===== src/rtl/bsplit_pkg.sv =====
package bsplit_pkg;
    typedef enum logic {
        ST_IDLE  = 1'b0,
        ST_ISSUE = 1'b1
    } split_st_e;

    localparam int unsigned WCODE_W   = 2;
    localparam logic [1:0]  WCODE_BAD = 2'd3;
endpackage


===== src/rtl/bsplit_validate.sv =====
module bsplit_validate
    import bsplit_pkg::*;
#(
    parameter int unsigned CNT_W = 7
) (
    input  logic [1:0]       addr_lo,
    input  logic [1:0]       width,
    input  logic [CNT_W-1:0] fifo_beats,
    output logic             ok
);
    logic misaligned;
    logic bad_code;
    logic no_fifo;

    always_comb begin
        bad_code   = (width == WCODE_BAD);
        misaligned = ((width == 2'd1) && addr_lo[0]) ||
                     ((width == 2'd2) && (addr_lo != 2'b00));
        no_fifo    = (fifo_beats == '0);
        ok         = !bad_code && !misaligned && !no_fifo;
    end
endmodule


===== src/rtl/bsplit_chunk.sv =====
module bsplit_chunk #(
    parameter int unsigned CNT_W      = 7,
    parameter int unsigned BOUND_LOG2 = 10
) (
    input  logic [BOUND_LOG2-1:0] addr_off,
    input  logic [1:0]            width,
    input  logic [CNT_W-1:0]      remaining,
    input  logic [CNT_W-1:0]      fifo_beats,
    input  logic                  incr,
    output logic [CNT_W-1:0]      beats
);
    localparam int unsigned MW = (CNT_W > BOUND_LOG2 + 1) ? CNT_W : BOUND_LOG2 + 1;

    logic [MW-1:0] room_bytes;
    logic [MW-1:0] room_beats;
    logic [MW-1:0] lim_store;
    logic [MW-1:0] lim_all;

    always_comb begin
        room_bytes = (MW'(1) << BOUND_LOG2) - MW'(addr_off);
        room_beats = room_bytes >> width;
        lim_store  = (MW'(remaining) < MW'(fifo_beats)) ? MW'(remaining) : MW'(fifo_beats);
        lim_all    = (incr && (room_beats < lim_store)) ? room_beats : lim_store;
        beats      = CNT_W'(lim_all);
    end
endmodule


===== src/rtl/burst_splitter.sv =====
module burst_splitter
    import bsplit_pkg::*;
#(
    parameter int unsigned ADDR_W     = 32,
    parameter int unsigned LEN_W      = 6,
    parameter int unsigned BOUND_LOG2 = 10
) (
    input  logic              clk,
    input  logic              rst_n,
    input  logic              req_valid,
    output logic              req_ready,
    input  logic [ADDR_W-1:0] req_addr,
    input  logic [1:0]        req_width,
    input  logic [LEN_W-1:0]  req_len_m1,
    input  logic              req_incr,
    input  logic [LEN_W:0]    req_fifo_beats,
    output logic              sub_valid,
    input  logic              sub_ready,
    output logic [ADDR_W-1:0] sub_addr,
    output logic [LEN_W:0]    sub_beats,
    output logic [1:0]        sub_width,
    output logic              done,
    output logic              err
);
    localparam int unsigned CNT_W = LEN_W + 1;

    typedef struct packed {
        split_st_e         st;
        logic [ADDR_W-1:0] addr;
        logic [CNT_W-1:0]  rem;
        logic [1:0]        w;
        logic              incr;
        logic [CNT_W-1:0]  fifo;
        logic              done;
        logic              err;
    } split_state_t;

    split_state_t s_d, s_q;

    logic             req_ok;
    logic [CNT_W-1:0] chunk_beats;
    logic             cur_incr;
    logic [CNT_W-1:0] cur_fifo;

    bsplit_validate #(.CNT_W(CNT_W)) u_validate (
        .addr_lo    (req_addr[1:0]),
        .width      (req_width),
        .fifo_beats (req_fifo_beats),
        .ok         (req_ok)
    );

    bsplit_chunk #(.CNT_W(CNT_W), .BOUND_LOG2(BOUND_LOG2)) u_chunk (
        .addr_off   (s_q.addr[BOUND_LOG2-1:0]),
        .width      (s_q.w),
        .remaining  (s_q.rem),
        .fifo_beats (s_q.fifo),
        .incr       (s_q.incr),
        .beats      (chunk_beats)
    );

    always_comb begin
        s_d      = s_q;
        s_d.done = 1'b0;
        s_d.err  = 1'b0;
        case (s_q.st)
            ST_IDLE: begin
                if (req_valid) begin
                    if (req_ok) begin
                        s_d.st   = ST_ISSUE;
                        s_d.addr = req_addr;
                        s_d.rem  = CNT_W'(req_len_m1) + CNT_W'(1);
                        s_d.w    = req_width;
                        s_d.incr = req_incr;
                        s_d.fifo = req_fifo_beats;
                    end else begin
                        s_d.err = 1'b1;
                    end
                end
            end
            ST_ISSUE: begin
                if (sub_ready) begin
                    s_d.rem = s_q.rem - chunk_beats;
                    if (s_q.incr) begin
                        s_d.addr = s_q.addr + (ADDR_W'(chunk_beats) << s_q.w);
                    end
                    if (s_q.rem == chunk_beats) begin
                        s_d.st   = ST_IDLE;
                        s_d.done = 1'b1;
                    end
                end
            end
            default: s_d.st = ST_IDLE;
        endcase
    end

    always_ff @(posedge clk or negedge rst_n) begin
        if (!rst_n) begin
            s_q <= '{st: ST_IDLE, addr: '0, rem: '0, w: '0, incr: 1'b0,
                     fifo: '0, done: 1'b0, err: 1'b0};
        end else begin
            s_q <= s_d;
        end
    end

    assign req_ready = (s_q.st == ST_IDLE);
    assign sub_valid = (s_q.st == ST_ISSUE);
    assign sub_addr  = s_q.addr;
    assign sub_beats = chunk_beats;
    assign sub_width = s_q.w;
    assign done      = s_q.done;
    assign err       = s_q.err;
    assign cur_incr  = s_q.incr;
    assign cur_fifo  = s_q.fifo;
endmodule


===== config.mk =====
export PLATFORM = sky130hd
export DESIGN_NAME = burst_splitter
export DESIGN_NICKNAME = d
export VERILOG_FILES = /design/src/rtl/bsplit_pkg.sv /design/src/rtl/bsplit_validate.sv /design/src/rtl/bsplit_chunk.sv /design/src/rtl/burst_splitter.sv
export SDC_FILE = /design/constraint.sdc
export NUM_CORES = 1
export LEC_CHECK = 0
export ABC_AREA = 1
export BUFFER_PORTS_ARGS = -buffer_cell sky130_fd_sc_hd__buf_2
export CORE_ASPECT_RATIO = 0.75
export CORE_MARGIN = 2
export CORE_UTILIZATION = 57
export DETAILED_ROUTE_END_ITERATION = 8
export HOLD_SLACK_MARGIN = 0.08
export PLACE_DENSITY = 0.84
export SETUP_SLACK_MARGIN = 0.05
export SLEW_MARGIN = 10
export SYNTH_ARGS = -nofsm -noshare
export SYNTH_HDL_FRONTEND = slang
export SYNTH_SLANG_ARGS = --single-unit

===== constraint.sdc =====
create_clock -name clk -period 6.7 [get_ports clk]
set_input_delay 1.34 -clock clk [delete_from_list [all_inputs] [get_ports clk]]
set_output_delay 1.34 -clock clk [all_outputs]
set_load 0.02 [all_outputs]

### Word-level counts from Yosys, hierarchy flattened

Cells that the tools add are included.

* input port bits: 52
* register bits: 52
* word-level logic and storage cells: 53
* output and inout bits: 45

* reductions and logical operators: 14
* bitwise gates (word level): 1
* add/sub/neg operators: 4
* shift operators: 2
* order comparisons: 2
* equality and inequality tests: 8
* muxes and demuxes: 14

Operators by type and width (count)
* two-way mux 50 bit: 2
* case mux 40 bit (2 select lines): 1
* two-way mux 40 bit: 1
* adder 32 bit: 1
* two-way mux 32 bit: 1
* << shifter 7 x 2 -> 32 bit: 1
* two-way mux 7 bit: 2
* less-than comparator 11 x 7 -> 1 bit: 1
* >> shifter 11 x 2 -> 11 bit: 1
* subtractor 11 x 10 -> 11 bit, first input constant: 1
* adder 6 x 1 -> 7 bit, second input constant: 1
* == test 7 bit: 1
* zero test 7 bit: 1
* less-than comparator 7 bit: 1
* two-way mux 1 bit: 7
* subtractor 7 bit: 1
* inequality test 2 bit, second input constant: 3
* AND reduction 3 bit: 2
* logical AND 1 bit: 5
* == test 2 bit, second input constant: 2
* AND reduction 4 bit: 1
* zero test 1 bit: 3
* == test 2 x 1 -> 1 bit, second input constant: 1
* inequality test 2 x 1 -> 1 bit, second input constant: 1
* 3 further kinds: 3

### Depth between registers and ports, before layout

Gate-level depths: netlist of the first run.

* depth in word-level cells: 10
* depth in mapped cells: 40
* mapped depth without buffers: 39

### Cells and area by module

Synthesis of the first run repeated with hierarchy kept, for this count alone.

* cell total of the unflattened synthesis: 869
* area total of the unflattened synthesis: 5436.5 µm²

By module, submodules not included
* burst_splitter: times used 1, area an instance 4451.8 µm², cells each 673
* bsplit_chunk: times used 1, area an instance 924.6 µm², cells each 180
* bsplit_validate: times used 1, area an instance 60.1 µm², cells each 16

### Worst setup path after synthesis of the first run

Ideal clock, no wire load.

* path kind: register to register
* start: register s_q[18] (netlist name)
* end: register s_q, in the netlist sub_addr[26]
* slack: 1.931 ns
* required time: 6.573 ns
* library setup time: 0.127 ns
* arrival time: 4.642 ns
* period minus slack after synthesis: 4.769 ns
* stages on the path, launching flop included: 33
* cell sequence: dfrtp_1 ha_1 a21o_1 nor2_1 nand2_1 clkbuf_1 o21ai_0 inv_1 ha_1 a21oi_1 o211a_1 nand3_1 a21oi_4 nand2_4 clkinv_4 nand2_1 nand2_2 nand2_1 o21ai_2 nand2_2 fa_1 nand3b_1 nand2_1 nand3_1 nand3_2 nand2_2 nor2_4 nand3_2 nor2_4 nand2_2 o21a_1 o21ai_1 nand3_1

* cells in the longest elaborated chain, start to end: 10

RTL lines
* from (decl): line burst_splitter.sv:38 `split_state_t s_d, s_q;`
* from (signal assigned): line burst_splitter.sv:98 `s_q <= '{st: ST_IDLE, addr: '0, rem: '0, w: '0, incr: 1'b0,`
* less-than comparator 7 bit: line bsplit_chunk.sv:22 `lim_store = (MW'(remaining) < MW'(fifo_beats)) ? MW'(remaining) : MW'(fifo_beats);`
* two-way mux 7 bit (*): line bsplit_chunk.sv:22
* less-than comparator 11 x 7 -> 1 bit: line bsplit_chunk.sv:23 `lim_all = (incr && (room_beats < lim_store)) ? room_beats : lim_store;`
* logical AND 1 bit: line bsplit_chunk.sv:23
* two-way mux 7 bit (*): line bsplit_chunk.sv:23
* named net sub_beats[1]: line burst_splitter.sv:20 `output logic [LEN_W:0] sub_beats,`
* << shifter 7 x 2 -> 32 bit (*): line burst_splitter.sv:84 `s_d.addr = s_q.addr + (ADDR_W'(chunk_beats) << s_q.w);`
* adder 32 bit (*): line burst_splitter.sv:84
* two-way mux 32 bit (*): line burst_splitter.sv:83 `if (s_q.incr) begin`
* two-way mux 40 bit (*): line burst_splitter.sv:81 `if (sub_ready) begin`
* case mux 40 bit (2 select lines) (*): line burst_splitter.sv:65 `case (s_q.st)`

The timed path passes the listed nets; every way through them passes the cells marked *. The select of a mux whose other input is x is not followed.
A chain may end at the register's enable or synchronous reset.

### Final worst setup path of the first run

* start: register s_q, in the netlist sub_width[0]
* end: register s_q, in the netlist sub_addr[26]

* cells in the longest elaborated chain, start to end: 9

RTL lines
* >> shifter 11 x 2 -> 11 bit: line bsplit_chunk.sv:21 `room_beats = room_bytes >> width;`
* less-than comparator 11 x 7 -> 1 bit: line bsplit_chunk.sv:23
* logical AND 1 bit: line bsplit_chunk.sv:23
* two-way mux 7 bit: line bsplit_chunk.sv:23
* << shifter 7 x 2 -> 32 bit (*): line burst_splitter.sv:84
* adder 32 bit (*): line burst_splitter.sv:84
* two-way mux 32 bit (*): line burst_splitter.sv:83
* two-way mux 40 bit (*): line burst_splitter.sv:81
* case mux 40 bit (2 select lines) (*): line burst_splitter.sv:65

Every way passes the cells marked *; elsewhere a longest branch is shown, timed or not. The select of a mux whose other input is x is not followed.

==> results of run 1 <==
kinds of logic (layout without fill, tap and decap cells):
group | after synthesis | count (layout)
xor+xnor | 8 | 8
fa+ha+maj | 33 | 33
flops | 52 | 52
simple gates | 358 | 358
buf+inv | 141 | 199
compound gates | 137 | 137
cells in the mapped netlist, drive strengths merged:
cell type	number	area [sq um]
nand2	216	838
inv	88	330
nand3	59	305
o21ai	53	284
dfrtp	52	1300
nor2	52	218
buf	41	293
a21oi	33	176
ha	31	388
nor3	15	80.1
o211ai	13	97.6
a31oi	12	75.1
o221ai	12	105
clkbuf	9	33.8
nand4	6	37.5
xor2	5	43.8
o21a	4	32.5
clkinv	3	16.3
nand3b	3	22.5
xnor2	3	26.3
and2	2	15.0
fa	2	40.0
nor4	2	12.5
o211a	2	20.0
o21bai	2	15.0
or2	2	12.5
a211o	1	8.76
a211oi	1	7.51
a21boi	1	7.51
a21o	1	7.51
and3b	1	8.76
o22ai	1	6.26
o311ai	1	8.76
how the worst max path moves through the flow:
stage	start	end	cells past startpoint
finish	sub_width[0]	sub_addr[26]	29
global route	sub_width[0]	sub_addr[30]	29
CTS	sub_width[0]	sub_addr[26]	30
detailed placement	sub_width[0]	sub_addr[26]	30
global placement	sub_width[0]	sub_addr[26]	30
floorplan	s_q[18]	sub_addr[26]	32
cell usage in the layout, fill, tap and decap left out, types with 2 or more instances in the layout:
master       n
buf_2       96
nand3_1     57
clkinv_1     2
nand4_1      6
nand3b_1     3
dfrtp_1     52
o211ai_1    13
o221ai_1    12
nor2_2       3
buf_4        4
o21ai_2      5
ha_1        31
o211a_1      2
nand2_1    207
a21oi_1     32
o21a_1       2
o21bai_1     2
nand2_2      8
xnor2_1      3
o21ai_0     45
o21a_2       2
nand3_2      2
or2_2        2
nor4_1       2
xor2_1       5
a31oi_1     12
clkbuf_16    5
inv_2        6
nor2_1      47
o21ai_1      3
fa_1         2
nor3_1      14
nor2_4       2
inv_1       82
worst max-delay path: cells and delay by family, from the launching register on:
kind,cells,cell delay (ns)
and+or+nand+nor,15,1.98
buffers and inverters,4,0.82
adders and majority gates,2,0.72
DFF,1,0.72
AOI/OAI and AO/OA,8,1.32
final cells by class:
| cell class | instances | area, sq um | share of cell area |
|---|---|---|---|
| multi-input combinational | 536 | 2910 | 0.541 |
| sequential | 52 | 1300 | 0.242 |
| timing repair buffer | 100 | 510 | 0.0951 |
| inverter | 91 | 347 | 0.0646 |
| tap | 108 | 135 | 0.0252 |
| clock buffer | 6 | 129 | 0.0240 |
| clock inverter | 2 | 38.8 | 0.00723 |
flip-flops by register name, indices dropped and copies added (netlist names):
name and cells:
done 1, err 1, s_q 7, sub_addr 32, cur_fifo 7, sub_valid 1, sub_width 2, cur_incr 1
metrics by stage:
step                worst slack, ns  hold WS (ns)  instances  instance area (sq um)
CTS                            1.14         0.541        895                   5370
detailed placement             1.20         0.525        887                   5200
global placement               1.49         0.511        887                   5200
global route                  0.351         0.571        895                   5370
floorplan                      1.93         0.464        729                   4870
finish                        0.998         0.550        895                   5370
routing by layer:
metal / up-vias / routed length, um / global-route usage
met3: 16 / 1080 / 0.0436
met4: 0 / 179 / 0.0739
met5: - / 0 / 0
met2: 232 / 6090 / 0.477
li1: 2497 / - / -
met1: 2343 / 6470 / 0.439
==> results.sh, run 1 <==
export IMPL_status="finished clean"
export IMPL_clk_pin_slew_ns=0.08
export IMPL_hp_start="cur_fifo[0]"
export IMPL_startpoint_type="register"
export IMPL_path_class="register to register"
export IMPL_layout_nets=871
export IMPL_utilization=0.640
export IMPL_synth_top_family_by_area="simple AND/OR/NAND/NOR gates"
export IMPL_fin_skew_ns=0.0104
export IMPL_cts_repair_resized=0
export IMPL_tightestPinTransition_ns=0.712
export IMPL_rrSetupSlack_ns=1.0
export IMPL_vias_per_cell=5.68
export IMPL_num_vias=5088
export IMPL_synthAdderAreaFrac=0.0878
export IMPL_die_h_um=84.1
export IMPL_num_rows=29
export IMPL_coreArea_sq_mm=0.00838
export IMPL_setup_tns_ns=0
export IMPL_ys_ff_latch=52
export IMPL_synth_cell_types=47
export IMPL_drive_above_1_share=0.180
export IMPL_cts_tree="yes"
export IMPL_overflow=0
export IMPL_clockRootBuffer="clkbuf_16"
export IMPL_drc=0
export IMPL_post_cts_buffers=0
export IMPL_clock_latency_ns=0.30
export IMPL_port_buffers=96
export IMPL_required_ns=6.88
export IMPL_period_needed_ns=5.70
export IMPL_initial_core_util=0.582
export IMPL_cts_sinks=52
export IMPL_r2r_start="sub_width[0]"
export IMPL_die_x_um=111
export IMPL_worst_path_largest_cell_delay_ns=0.72
export IMPL_firstDrtPassIters=5
export IMPL_finalSetupViolations=0
export IMPL_r2r_end="sub_addr[26]"
export IMPL_grt_max_degree=53
export IMPL_grt_pass1_wl_mm=23.4
export IMPL_crit_path_top_delay_cell="dfrtp_1"
export IMPL_grt_setup_unrepaired="false"
export IMPL_wl_mm=13.8
export IMPL_grt_total_usage=0.303
export IMPL_post_route_period_util=0.851
export IMPL_yosys_warnings=0
export IMPL_synth_area_per_cell_sq_um=6.69
export IMPL_synth_compound_area_frac=0.175
export IMPL_whs_path_depth=2
export IMPL_finalWeightedCongestion=0.966
export IMPL_yosys_area_share_simple=0.318
export IMPL_end_kind="register"
export IMPL_whs_endpoint="cur_fifo[0]"
export IMPL_antenna_found_initial=0
export IMPL_pin_count=97
export IMPL_numCtsBuffers=5
export IMPL_dieArea_sq_mm=0.00932
export IMPL_synthesis_area_sq_mm=0.00487
export IMPL_synth_xor_area_frac=0.0144
export IMPL_clockBufferDepth=2
export IMPL_max_freq_mhz=175
export IMPL_h_tree_depth=2
export IMPL_crit_arrival_ns=5.88
export IMPL_drtIter0Drc=505
export IMPL_syn2layout_area_growth_pct=10.1
export IMPL_antenna_left=0
export IMPL_postSynthCellCount=729
export IMPL_cts_hold_buffers_added=0
export IMPL_grt_pass1_vias=4945
export IMPL_max_cap_violations=0
export IMPL_dp_hpwl_mm=10.5
export IMPL_ys_seq_area_frac=0.267
export IMPL_hold_viol=0
export IMPL_synthMuxAreaShare=0
export IMPL_diodes=0
export IMPL_synth_fp_nets=814
export IMPL_n_fill_cell=757
export IMPL_min_path_type="register to register"
export IMPL_worstRegToRegCells=29
export IMPL_wl_per_cell_um=15.4
export IMPL_slew_headroom=0.526
export IMPL_slew_viol_final=0
export IMPL_worst_path_most_repeated_cell="nand3_1"
export IMPL_cp_max_fo=20
Power of run 1 is left out: the tool's default activity adds up to more than one toggle a clock period on the data nets, which glitch-free logic cannot reach.
==> run 2: changes to the inputs <==
--- a/config.mk
+++ b/config.mk
@@ -8,5 +8,5 @@
 export ABC_AREA = 1
 export BUFFER_PORTS_ARGS = -buffer_cell sky130_fd_sc_hd__buf_2
-export CORE_ASPECT_RATIO = 0.75
+export CORE_ASPECT_RATIO = 0.8
 export CORE_MARGIN = 2
 export CORE_UTILIZATION = 57
@@ -15,5 +15,5 @@
 export PLACE_DENSITY = 0.84
 export SETUP_SLACK_MARGIN = 0.05
-export SLEW_MARGIN = 10
+export SLEW_MARGIN = 0
 export SYNTH_ARGS = -nofsm -noshare
 export SYNTH_HDL_FRONTEND = slang
==> constraint.sdc (replaced) <==
create_clock -name clk -period 6.7 [get_ports clk]
set_input_delay 1.34 -clock clk [delete_from_list [all_inputs] [get_ports clk]]
set_output_delay 1.34 -clock clk [all_outputs]
set_load 0.01 [all_outputs]
==> run 2 against run 1 <==
Final cell count grew 0.45%. Fmax grew 0.23%. Routed wire length shrank 0.63%. Via count shrank 0.98%. Register-to-register slack is essentially flat. Design area shrank 1.4%. Flip-flop and latch count is the same. First-iteration DRC count shrank 25%. Highest routed layer unchanged. Worst hold slack gained 0.0093 ns. Global-route usage shrank 0.25 points. Critical path type unchanged.
==> results.sh, run 2 (synthesis results as in run 1) <==
export IMPL_crit_buf_inv=3
export IMPL_clk_pin_slew_ns=0.11
export IMPL_h_tree_depth=2
export IMPL_placedCellCount=891
export IMPL_finalWeightedCongestion=0.948
export IMPL_startpoint_type="register"
export IMPL_coreArea_sq_mm=0.00841
export IMPL_r2r_end="sub_addr[21]"
export IMPL_cts_tree="yes"
export IMPL_grt_pass1_vias=4628
export IMPL_worstSetupEndpoint="sub_addr[21]"
export IMPL_cts_sinks=52
export IMPL_worstRegToRegCells=29
export IMPL_min_path_type="register to register"
export IMPL_grt_setup_unrepaired="false"
export IMPL_worst_path_most_repeated_cell="nand2_1"
export IMPL_r2r_start="sub_width[0]"
export IMPL_crit_start="sub_width[0]"
export IMPL_vias_per_cell=5.60
export IMPL_drtIter0Drc=379
export IMPL_rrSetupSlack_ns=1.01
export IMPL_grt_total_usage=0.300
export IMPL_clock_latency_ns=0.32
export IMPL_overflow=0
export IMPL_antenna_found_initial=0
export IMPL_max_freq_mhz=176
export IMPL_die_x_um=107
export IMPL_required_ns=6.90
export IMPL_crit_arrival_ns=5.89
export IMPL_path_depth=29
export IMPL_diodes=0
export IMPL_worst_path_largest_cell_delay_ns=0.74
export IMPL_crit_path_top_delay_cell="dfrtp_1"
export IMPL_num_vias=5038
export IMPL_pin_count=97
export IMPL_clockRootBuffer="clkbuf_8"
export IMPL_wl_mm=13.7
export IMPL_fin_skew_ns=0.0106
export IMPL_n_fill_cell=792
export IMPL_mostFrequentLayoutCell="nand2_1"
export IMPL_post_cts_buffers=0
export IMPL_slew_viol_final=0
export IMPL_post_route_period_util=0.849
export IMPL_wl_per_cell_um=15.3
export IMPL_status="finished clean"
export IMPL_initial_core_util=0.580
export IMPL_num_rows=30
export IMPL_tightestPinTransition_ns=0.742
export IMPL_drive_above_1_share=0.182
export IMPL_port_buffers=96
export IMPL_cp_max_fo=20
export IMPL_path_class="register to register"
export IMPL_die_h_um=86.7
export IMPL_grt_pass1_wl_mm=22.2
export IMPL_finalSetupViolations=0
export IMPL_grt_max_degree=53
export IMPL_dieArea_sq_mm=0.00931
export IMPL_syn2layout_area_growth_pct=8.62
export IMPL_cts_hold_buffers_added=0
export IMPL_drc=0
export IMPL_instances_no_fill=899
export IMPL_period_needed_ns=5.69
export IMPL_antenna_left=0
export IMPL_max_cap_violations=0
export IMPL_end_kind="register"
export IMPL_layout_nets=871
export IMPL_clockBufferDepth=2
export IMPL_cp_top_family="simple AND/OR/NAND/NOR gates"
export IMPL_slew_headroom=0.505
export IMPL_hold_viol=0
export IMPL_firstDrtPassIters=5
export IMPL_dp_hpwl_mm=10.6
export IMPL_setup_tns_ns=0
export IMPL_final_cell_mix="nand2_1 (207), buf_2 (96), inv_1 (82)"
export IMPL_largest_reg_flops=32
export IMPL_cts_repair_resized=0
export IMPL_numCtsBuffers=5
-- run 2: cell count changes in the layout (fill, tap and decap cells not counted) --
cell and change:
clkbuf_8 +5, clkinvlp_4 +1, clkbuf_1 -1, clkinv_2 +1, bufinv_16 -1, clkbuf_16 -5
-- run 2: worst min path at each step --
stage	startpoint	to	slack, ns	cells after the start
floorplan	cur_fifo[0]	cur_fifo[0]	0.46	2
global placement	cur_fifo[0]	cur_fifo[0]	0.53	2
detailed placement	cur_fifo[0]	cur_fifo[0]	0.53	2
CTS	cur_fifo[0]	cur_fifo[0]	0.55	2
global route	cur_fifo[0]	cur_fifo[0]	0.60	2
finish	cur_fifo[0]	cur_fifo[0]	0.56	2
-- run 2: metal layers --
metal,vias to the layer above,routed length [um],GRT usage
li1,2502,-,-
met1,2315,6430,0.424
met2,207,6060,0.483
met3,14,1080,0.0526
met4,0,156,0.0699
met5,-,0,0
-- run 2: worst reg2reg max path, delay by kind of cell, from the launching register on --
kind / cells / cell delay (ns)
AOI/OAI and AO/OA: 10 / 1.65
adders and majority gates: 2 / 0.66
DFF: 1 / 0.74
and+or+nand+nor: 14 / 1.76
buffers and inverters: 3 / 0.74
-- run 2: per-stage QoR --
step / instance area (sq um) / utilization / setup WS, ns / hold slack, ns
after floorplan: 4870 / - / 1.98 / 0.464
after global placement: 5200 / 0.619 / 1.49 / 0.527
after detailed placement: 5200 / 0.619 / 1.11 / 0.526
after CTS: 5300 / 0.630 / 1.10 / 0.552
after global routing: 5300 / 0.630 / 0.410 / 0.597
final: 5300 / 0.630 / 1.01 / 0.560
-- run 2: area by class of cell --
class	instances	area, sq um	area share
Timing Repair Buffer	100	510	0.0964
Clock inverter	3	21.3	0.00402
Multi-Input combinational cell	536	2910	0.549
Sequential cell	52	1300	0.246
Tap cell	112	140	0.0265
Inverter	91	347	0.0655
Clock buffer	5	68.8	0.0130
Power of run 2 is left out for the same reason.
